## src/rtl/twi_frame_guard.sv

```systemverilog
module twi_frame_guard #(
  parameter int SYNC_STAGES = 2,
  parameter int FRAME_BITS  = 9
) (
  input  logic                          clk,
  input  logic                          rst_n,
  input  logic                          scl_i,
  input  logic                          sda_i,
  input  logic                          host_we,
  input  logic [3:0]                    host_wdata,
  output logic [7:0]                    status_o,
  output logic                          irq_o,
  output logic [3:0]                    ctrl_o,
  output logic                          slave_idle_o,
  output logic                          bus_busy_o,
  output logic [$clog2(FRAME_BITS)-1:0] frame_pos_o,
  output logic                          scl_low_o,
  output logic                          stop_gen_o
);

  localparam int PW = $clog2(FRAME_BITS);
  localparam logic [PW-1:0] LAST_POS = PW'(FRAME_BITS - 1);
  localparam logic [7:0] CODE_NONE   = 8'hF8;
  localparam logic [7:0] CODE_BUSERR = 8'h00;

  logic [SYNC_STAGES-1:0] scl_sr, sda_sr;
  logic scl_d, sda_d;
  wire  scl_s = scl_sr[SYNC_STAGES-1];
  wire  sda_s = sda_sr[SYNC_STAGES-1];

  always_ff @(posedge clk or negedge rst_n)
    if (!rst_n) begin
      scl_sr <= '1;
      sda_sr <= '1;
      scl_d  <= 1'b1;
      sda_d  <= 1'b1;
    end else begin
      scl_sr <= {scl_sr[SYNC_STAGES-2:0], scl_i};
      sda_sr <= {sda_sr[SYNC_STAGES-2:0], sda_i};
      scl_d  <= scl_s;
      sda_d  <= sda_s;
    end

  wire scl_rise = scl_s & ~scl_d;
  wire scl_fall = ~scl_s & scl_d;
  wire cond_start = scl_s & scl_d & sda_d & ~sda_s;
  wire cond_stop  = scl_s & scl_d & ~sda_d & sda_s;

  logic          busy, rose_seen;
  logic [PW-1:0] pos;

  wire illegal = (cond_start | cond_stop) & busy & (pos != '0);

  always_ff @(posedge clk or negedge rst_n)
    if (!rst_n) begin
      busy      <= 1'b0;
      pos       <= '0;
      rose_seen <= 1'b0;
    end else if (cond_start | cond_stop) begin
      busy      <= cond_start;
      pos       <= '0;
      rose_seen <= 1'b0;
    end else begin
      if (scl_rise) rose_seen <= 1'b1;
      if (scl_fall) begin
        rose_seen <= 1'b0;
        if (busy && rose_seen) pos <= (pos == LAST_POS) ? '0 : pos + 1'b1;
      end
    end

  logic err_mode, flag, ack_en, sta_req, sto_req;

  wire recover   = host_we & host_wdata[0] & host_wdata[3] & err_mode;
  wire flag_clr  = host_we & host_wdata[0] & (~err_mode | host_wdata[3]);

  always_ff @(posedge clk or negedge rst_n)
    if (!rst_n) begin
      err_mode <= 1'b0;
      flag     <= 1'b0;
    end else if (illegal) begin
      err_mode <= 1'b1;
      flag     <= 1'b1;
    end else begin
      if (recover)  err_mode <= 1'b0;
      if (flag_clr) flag     <= 1'b0;
    end

  always_ff @(posedge clk or negedge rst_n)
    if (!rst_n) begin
      ack_en  <= 1'b0;
      sta_req <= 1'b0;
      sto_req <= 1'b0;
    end else if (host_we) begin
      ack_en  <= host_wdata[1];
      sta_req <= host_wdata[2];
      sto_req <= recover ? 1'b0 : host_wdata[3];
    end

  assign status_o     = flag ? CODE_BUSERR : CODE_NONE;
  assign irq_o        = flag;
  assign ctrl_o       = {sto_req, sta_req, ack_en, flag};
  assign slave_idle_o = ~err_mode;
  assign bus_busy_o   = busy;
  assign frame_pos_o  = pos;
  assign scl_low_o    = flag;
  assign stop_gen_o   = sto_req & ~flag & ~err_mode;

endmodule

```

## config.mk

```make
export PLATFORM = sky130hd
export DESIGN_NAME = twi_frame_guard
export DESIGN_NICKNAME = d
export VERILOG_FILES = /design/src/rtl/twi_frame_guard.sv
export SDC_FILE = /design/constraint.sdc
export NUM_CORES = 1
export LEC_CHECK = 0
export ABC_AREA = 1
export BUFFER_PORTS_ARGS = -buffer_cell sky130_fd_sc_hd__buf_2
export CAP_MARGIN = 5
export CORE_MARGIN = 5
export CORE_UTILIZATION = 43
export CTS_CLUSTER_SIZE = 8
export DETAILED_ROUTE_END_ITERATION = 6
export GPL_TIMING_DRIVEN = 0
export PLACE_DENSITY = 0.76
export SETUP_SLACK_MARGIN = 0.3
export SLEW_MARGIN = 20
export SYNTH_ARGS = -nofsm -noshare
export SYNTH_HDL_FRONTEND = slang
export SYNTH_SLANG_ARGS = --single-unit
```

## constraint.sdc

```tcl
create_clock -name clk -period 1.15 [get_ports clk]
set_input_delay 0.1725 -clock clk [delete_from_list [all_inputs] [get_ports clk]]
set_output_delay 0.1725 -clock clk [all_outputs]
set_load 0.02 [all_outputs]
```

==> run metrics, run 1 <==
CTS Root Cell clkbuf_4; antenna-violating nets left 0; violations in the final reports negative setup slack; clock latency reported for the late side of the worst-skew pair roughly 290 ps; most frequent cells in the layout buf_6 (28), buf_4 (15), nand2_1 (10); global placer's final weighted congestion 0.844; clock edge transition at the registers on the reported setup and hold paths 100 ps; Power Density 1430 nW/um^2; Sinks on Clock Net 17; via count of the routed design between 700 and 800; Post-DP HPWL 1200 um; Die Width between 50 and 60 um; yosys synthesis warning count 0; layout filler cell count approximately 110; Port-buffer cells 26; total area of multi-input combinational cells 399 um^2; leak pwr 0.705 nW; sort of element at the end of the critical path output port; Worst EP required 980 ps; endpoints failing setup 16; vias in the first global route 758; aggregate global-route resource usage 15.8%; type of the worst setup path reg2out; number of nets in the layout 152; drt via density around 4.7; maximum clock insertion buffer count 2; TritonCTS clock tree built; remaining global-route overflow 0; number of storage elements in the synthesis netlist 17; number of clock buffers inserted by TritonCTS 3; highest attainable clock frequency approximately 760 MHz; share of layout cells above drive strength 1 68.1%; number of levels in the clock H-tree 1; worst-case vdd ir drop 0.855 mV; drt drc 0; vertical extent of the die 54.1 um; setup skew after layout 8.51 ps; Initial Utilization 44.0%; final worst hold slack 110 ps; hold violation total from the final report 0; antenna cell count 0; antenna violations before repair 0; Post-synth top flop dfrtp_1; maximum number of pins on one net before global-route repair 18; result of the run complete, but fails checks; count of final max-slew check failures 0; peak fanout along the critical path 6; Worst Hold Class in2reg; number of maximum-capacitance constraint violations 0; setup repair after global routing missed its margin yes; post-layout worst setup margin -172 ps; Critical Path Start Type flip-flop; layout overhead on the synthesized area 73.8%; Period Utilization, post-route 115%; share of synthesized flip-flops with an asynchronous set or reset 100%; wire length of the first global-routing pass 3290 um; number of placement rows 16; count of flip-flops with a built-in enable after synthesis 0; final design instance area without fill 1460 um^2; I/O pin total 30; overall power of the completed layout 2.08 mW; detail-routed net length per standard cell 12.7 um; Syn Std Cell Area 837 um^2; post-synthesis instance total 89; Setup WS pre-CTS -71.3 ps; violation count after the first detailed-routing iteration 6; final setup TNS -1880 ps; critical path data arrival time between 1000 and 1500 ps; first-pass detailed-route iteration total 4; min Tclk post-route 1320 ps; area post-placement 1090 um^2; Die Footprint around 2900 um^2; average footprint of a synthesized cell between 9 and 10 um^2; distinct cell type count of the synthesized netlist 19; final wirelength 2100 um; leading cell type in the layout, fill and taps excluded buf_6; sequential element share of the synthesized area 51.7%; area of the core about 1900 um^2; register area 439 um^2
==> worst max-delay path, cell delays in order, from the launching register on <==
cell        delay [ps]
dfrtp_2            420
clkinvlp_4         170
buf_6              150
buf_6              120
==> cell type report <==
type	count	share of cell area, %
Timing Repair Buffer	43	26.3
Tap cell	27	2.32
Buffer	12	8.25
Inverter	12	3.70
Clock buffer	4	1.81
Multi-Input combinational cell	50	27.4
Sequential cell	17	30.2
==> routing by layer <==
| layer | vias to the layer above | GRT usage (%) | share of wire (%) |
|---|---|---|---|
| met5 | - | 0 | 0 |
| met4 | 0 | 8.30 | 3.3 |
| met3 | 9 | 2.49 | 6.8 |
| met2 | 38 | 28.3 | 52 |
| met1 | 363 | 17.8 | 38 |
| li1 | 362 | - | - |
==> worst paths after layout <==
| check | startpoint | endpoint | slack [ps] | cells past startpoint |
|---|---|---|---|---|
| max | irq_o | status_o[5] | -170 | 3 |
| min | host_wdata[2] | sta_req | 110 | 2 |
| max reg2reg | scl_sr[1] | frame_pos_o[3] | -120 | 7 |
| min reg2reg | sda_sr[0] | sda_sr[1] | 360 | 0 |
| max in group asynchronous | rst_n | sda_d | 530 | 2 |
| min in group asynchronous | rst_n | rose_seen | 300 | 2 |
==> cells in the mapped netlist (2+ instances only) <==
cell type,count,area [um^2]
dfrtp_1,11,275
nand2_1,14,52.6
nor2_1,8,30.0
ha_1,4,50.1
buf_4,12,90.1
inv_1,12,45.0
a21oi_1,2,10.0
o211ai_1,2,15.0
o21ai_0,3,15.0
dfstp_2,6,158
nand3_1,6,30.0
mux2_2,2,22.5
==> power by group <==
group | leakage (nW) | total (mW) | switching, mW | internal [mW]
Clock | 0.0150 | 0.322 | 0.187 | 0.135
Combinational | 0.494 | 0.967 | 0.444 | 0.523
Sequential | 0.196 | 0.787 | 0.0980 | 0.689
Total | 0.705 | 2.08 | 0.729 | 1.35
==> kinds of logic after synthesis <==
kind of cell,Yosys count,share of synthesized area (%)
xor gates and xnor gates,1,1.05
buffers and inverters,24,16.1
other,1,0.448
AOI/OAI and AO/OA,8,5.68
adders and majority gates,4,5.98
DFF,17,51.7
and+or+nand+nor,32,16.3
muxes,2,2.69
==> stage by stage <==
stage / utilization (%) / instances
after floorplan: - / 91
after global placement: 57.6 / 144
after detailed placement: 57.6 / 144
after CTS: 73.0 / 162
after global routing: 76.5 / 165
final: 76.5 / 165
==> sequential cells by signal, summed over array words and instances (netlist names) <==
name         flops
frame_pos_o      4
scl_sr           2
sda_sr           2
ack_en           1
bus_busy_o       1
err_mode         1
irq_o            1
rose_seen        1
scl_d            1
sda_d            1
sta_req          1
sto_req          1
==> timing repair <==
action,in CTS,in global routing
setup endpoints to repair,27,27
gates resized for setup,46,13
hold buffers,3,0
pin swaps,6,4
endpoints found under the hold margin,13,0
setup buffers,11,3
No activity file was read; power rests on OpenSTA's default activity.
==> inputs of run 2 (changes only) <==
Settings changed: PLACE_DENSITY 0.76 to 0.73.
==> run metrics, run 2 (same netlist as run 1, synthesis figures left out) <==
result of the run complete, but fails checks; violations in the final reports negative setup slack; global route hottest layer met2; hold violation total from the final report 0 (unchanged); Worst Hold Class in2reg; Initial Utilization 44.0% (unchanged); Setup WS pre-CTS -56.7 ps (+14.6 ps); Power Density 1440 nW/um^2 (+0.68%); share of power burned in combinational logic 46.7% (about the same); Internal Pwr Total 1.34 mW (-0.74%); final wirelength 2160 um (+2.7%); number of placement rows 16 (unchanged); leak pwr 0.705 nW (about the same); vias in the first global route 731 (-3.6%); layout overhead on the synthesized area 73.2%; clock latency reported for the late side of the worst-skew pair 300 ps (about the same); count of final max-slew check failures 0 (unchanged); Net Sw Power 746 uW (+2.3%); CTS Root Cell clkbuf_4; layout filler cell count 130 (+19%); type of the worst setup path reg2out; antenna-violating nets left 0 (unchanged); most numerous cell on the critical path buf_6; number of levels in the clock H-tree 1 (unchanged); final standard cell count with taps included and fillers excluded 164 (-0.61%); Top delay family on crit path buffers and inverters; post-layout worst setup margin -176 ps (-4.41 ps); number of maximum-capacitance constraint violations 0 (unchanged); wire length of the first global-routing pass 3230 um (-1.9%); most frequent cells in the layout buf_6 (27), buf_4 (15), nand2_1 (12); min Tclk post-route 1330 ps (+4.41 ps); maximum number of pins on one net before global-route repair 18 (unchanged); number of nets in the layout 151 (-0.66%); endpoints failing setup 16 (unchanged); setup skew after layout 11.4 ps (+2.93 ps); critical path's largest stage delay 420 ps (about the same); crit-path cells clkinvlp_4 -> buf_6 -> buf_6; critical path data arrival time 1150 ps (about the same); met1 track utilization from global routing 17.6% (-0.26 points); detail-routed net length per standard cell 13.2 um (+3.3%); violation count after the first detailed-routing iteration 9 (+3); sequential fraction of design power 37.6% (-0.3 points); drt via density 4.66 (-0.43%); clock edge transition at the registers on the reported setup and hold paths 100 ps (about the same); first-pass detailed-route iteration total 4 (unchanged); sort of element at the end of the critical path output port; worst-case vdd ir drop 0.831 mV (-2.9%); Sinks on Clock Net 17 (unchanged); share of layout cells above drive strength 1 65.7% (-2.4 points); Post-DP HPWL 1170 um (-1.9%); setup repair after global routing missed its margin yes; slowest library cell on the worst path dfrtp_2; vertical extent of the die 54.1 um (unchanged); aggregate global-route resource usage 15.7% (-0.14 points); drt drc 0 (unchanged); total area of multi-input combinational cells 407 um^2 (+1.9%); via count of the routed design 764 (-1.0%); Die Footprint 2930 um^2 (unchanged); TritonCTS clock tree built; Die Width 54.1 um (unchanged); antenna cell count 0 (unchanged); switching share of total power 35.8% (+0.70 points); maximum clock insertion buffer count 2 (unchanged); leading cell type in the layout, fill and taps excluded buf_6; Util after Layout 76.3% (-0.26 points); Worst EP required 980 ps (about the same); Critical Path Start Type flip-flop; Period Utilization, post-route 115% (+0.38 points); highest attainable clock frequency 754 MHz (-0.33%); register area 438 um^2 (-0.28%); met2 capacity usage during global routing 25.5% (-2.8 points); peak fanout along the critical path 6 (unchanged); number of clock buffers inserted by TritonCTS 3 (unchanged); antenna violations before repair 0 (unchanged); Port-buffer cells 26 (unchanged); remaining global-route overflow 0 (unchanged); global placer's final weighted congestion 0.722 (-14%); area of the core 1900 um^2 (unchanged); number of buffers and inverters on the critical path 3 (unchanged); cell count after placement 144 (unchanged); met3 track utilization from global routing 3.88% (+1.4 points); clock power share 15.7% (+0.2 points); final setup TNS -1880 ps (-5.44 ps); max reg flops 4 (unchanged); I/O pin total 30 (unchanged)
-- run 2: final cells by class --
cell class | count | area share [%]
plain buffers | 12 | 8.28
clock buffers | 4 | 1.81
inverters | 12 | 3.71
multi-input cells | 50 | 28.0
flip-flops and latches | 17 | 30.2
well taps | 27 | 2.33
repair buffers | 42 | 25.6
-- run 2: repair_timing --
item                                    in CTS  in global routing
buffers inserted                            10                  3
endpoints found under the hold margin       13                  0
resized for setup                           45                 12
hold buffers                                 3                  0
cloned                                       0                  0
endpoints found under the setup margin      26                 27
pin swaps                                    6                  3
-- run 2: final timing paths --
kind	endpoint	startpoint	slack, ps	cells past startpoint
setup / recovery	status_o[5]	irq_o	-180	3
hold / removal	ack_en	host_wdata[1]	110	2
setup reg to reg	frame_pos_o[2]	scl_d	-110	6
hold reg to reg	sda_sr[1]	sda_sr[0]	360	0
max in group asynchronous	sda_sr[1]	rst_n	530	2
min in group asynchronous	rose_seen	rst_n	300	2
-- run 2: routing by layer --
layer	wire length, um	up-vias
met3	169	7
met5	0	-
met1	816	358
met4	78	0
met2	1090	37
li1	-	362
-- run 2: power groups by stage --
stage	Clock (mW)	Combinational [mW]	Sequential [mW]
floorplan	0	0.392	0.829
global placement	0	0.596	0.791
detailed placement	0	0.603	0.795
CTS	0.330	0.895	0.778
global route	0.381	1.04	0.796
finish	0.327	0.972	0.784
-- run 2: through the flow --
| step | power [mW] | hold WS, ps | area, um^2 |
|---|---|---|---|
| final | 2.08 | 108 | 1450 |
| after floorplan | 1.22 | -123 | 931 |
| after CTS | 2.00 | 103 | 1380 |
| after detailed placement | 1.40 | 101 | 1090 |
| after global routing | 2.22 | 88.1 | 1450 |
| after global placement | 1.39 | 108 | 1090 |
==> inputs of run 3 (changes only) <==
Settings changed: CORE_UTILIZATION 43 to 47, PLACE_DENSITY 0.73 to 0.76.
Clock period 1.15 ns to 1.4 ns, I/O delays scaled along.
==> run metrics, run 3 (same netlist as run 1, synthesis figures left out) <==
result of the run finished, final reports clean; number of levels in the clock H-tree 1 (unchanged); met3 track utilization from global routing 3.70% (-0.17 points); vertical extent of the die 52.2 um (-3.5%); sort of element at the end of the critical path output port; total area of multi-input combinational cells 365 um^2 (-10%); vias in the first global route 729 (-0.27%); final setup TNS 0 ps (+1880 ps); violation count after the first detailed-routing iteration 10 (+1); endpoints failing setup 0 (-16); layout filler cell count 105 (-19%); launch instance of the worst min-delay path host_wdata[1]; worst-case vdd ir drop 0.903 mV (+8.7%); met2 capacity usage during global routing 29.5% (+4.0 points); Crit. path cell count 3 (unchanged); global route hottest layer met2; wire length of the first global-routing pass 3200 um (-0.87%); maximum clock insertion buffer count 2 (unchanged); min Tclk post-route 1290 ps; via count of the routed design 736 (-3.7%); setup repair after global routing missed its margin yes; hold violation total from the final report 0 (unchanged); drt via density 4.66 (about the same); critical path data arrival time 1080 ps (-70 ps); TritonCTS clock tree built; launching instance or port of the critical path irq_o; peak fanout along the critical path 6 (unchanged); max reg flops 4 (unchanged); first-pass detailed-route iteration total 3 (-1); Top delay family on crit path flip-flops; final standard cell count with taps included and fillers excluded 158 (-3.7%); antenna violations before repair 0 (unchanged); worst-case reg-to-reg path depth 5 (-1); aggregate global-route resource usage 16.7% (+0.97 points); Power Density 1220 nW/um^2 (-15%); reg-to-reg critical path startpoint scl_d; number of nets in the layout 147 (-2.6%); type of the worst setup path reg2out; critical path's largest stage delay 470 ps (+50 ps); Worst Hold Class in2reg; final wirelength 1950 um (-9.7%); cell count after placement 142 (-1.4%); Sinks on Clock Net 17 (unchanged); number of clock buffers inserted by TritonCTS 3 (unchanged); leading cell type in the layout, fill and taps excluded buf_4; Worst EP required 1190 ps (+210 ps); number of maximum-capacitance constraint violations 0 (unchanged); share of layout cells above drive strength 1 62.4% (-3.3 points); register area 437 um^2 (-0.29%); number of placement rows 15 (-1); area of the core 1710 um^2 (-10%); depth of the worst hold-timing path 2 (unchanged); Period Utilization, post-route roughly nine tenths; remaining global-route overflow 0 (unchanged); count of final max-slew check failures 0 (unchanged); Critical Path Start Type flip-flop; most frequent cells in the layout buf_4 (19), buf_6 (17), nand2_1 (13); Die Width 52.2 um (-3.5%); drt drc 0 (unchanged); CTS Root Cell clkbuf_4; leak pwr 0.670 nW (-4.9%); antenna-violating nets left 0 (unchanged); global placer's final weighted congestion 0.864 (+20%); clock latency reported for the late side of the worst-skew pair 300 ps (about the same); setup skew after layout 3.37 ps (-8.07 ps); Port-buffer cells 26 (unchanged); Post-DP HPWL 1210 um (+2.7%); Initial Utilization 49.0% (+5.0 points); met1 track utilization from global routing 18.9% (+1.4 points); maximum number of pins on one net before global-route repair 18 (unchanged); Die Footprint 2720 um^2 (-7.0%); slowest library cell on the worst path dfrtp_2; highest attainable clock frequency roughly 780 MHz; clock edge transition at the registers on the reported setup and hold paths 100 ps (about the same); detail-routed net length per standard cell 12.3 um (-6.3%); crit-path cells inv_4 -> buf_4 -> buf_6; I/O pin total 30 (unchanged); layout overhead on the synthesized area 58.9%; number of buffers and inverters on the critical path 3 (unchanged); antenna cell count 0 (unchanged)
run 3: changes by cell type in the layout (fill, tap and decap cells not counted), moves of 2 or more:
cell,before,now
nor2_4,3,1
buf_2,9,11
nand3_2,3,1
inv_2,4,6
buf_4,15,19
nand3_1,1,3
buf_6,27,17
run 3: where the power goes:
group	switching (mW)	total, mW	internal [mW]
Combinational	0.338	0.705	0.367
Clock	0.163	0.270	0.107
Sequential	0.0777	0.642	0.564
Total	0.579	1.62	1.04
run 3: worst paths after layout:
| check | to | slack, ps |
|---|---|---|
| setup / recovery | status_o[5] | 110 |
| hold / removal | ack_en | 140 |
| setup reg to reg | irq_o | 160 |
| hold reg to reg | scl_sr[1] | 360 |
| max in group asynchronous | sda_sr[1] | 750 |
| min in group asynchronous | frame_pos_o[2] | 340 |
run 3: layout make-up:
class / count / share of cell area [%]
clock inverter: 1 / 0.376
timing repair buffer: 38 / 23.9
multi-input combinational: 50 / 27.5
sequential: 17 / 32.8
tap: 25 / 2.35
clock buffer: 3 / 1.69
buffer: 12 / 7.62
inverter: 12 / 3.76
run 3: metrics by stage:
stage	total power, mW	hold WS (ps)	util [%]	instance area (um^2)	worst slack (ps)
global placement	1.10	148	62.4	1070	186
floorplan	0.969	-85.6	-	905	253
finish	1.62	142	77.9	1330	112
CTS	1.59	135	76.6	1310	116
detailed placement	1.11	152	62.4	1070	158
global route	1.71	139	77.9	1330	63.6
run 3: routing by layer:
metal | wire length, um | up-vias
met1 | 799 | 353
met5 | 0 | -
li1 | - | 356
met3 | 95 | 5
met4 | 39 | 0
met2 | 1010 | 22
run 3: repair_timing:
| action | 4_1_cts | 5_1_grt |
|---|---|---|
| pin swaps | 1 | 5 |
| endpoints found under the hold margin | 13 | 0 |
| hold buffers | 3 | 0 |
| setup endpoints to repair | 25 | 24 |
| setup buffers | 8 | 1 |
| resized for setup | 38 | 6 |
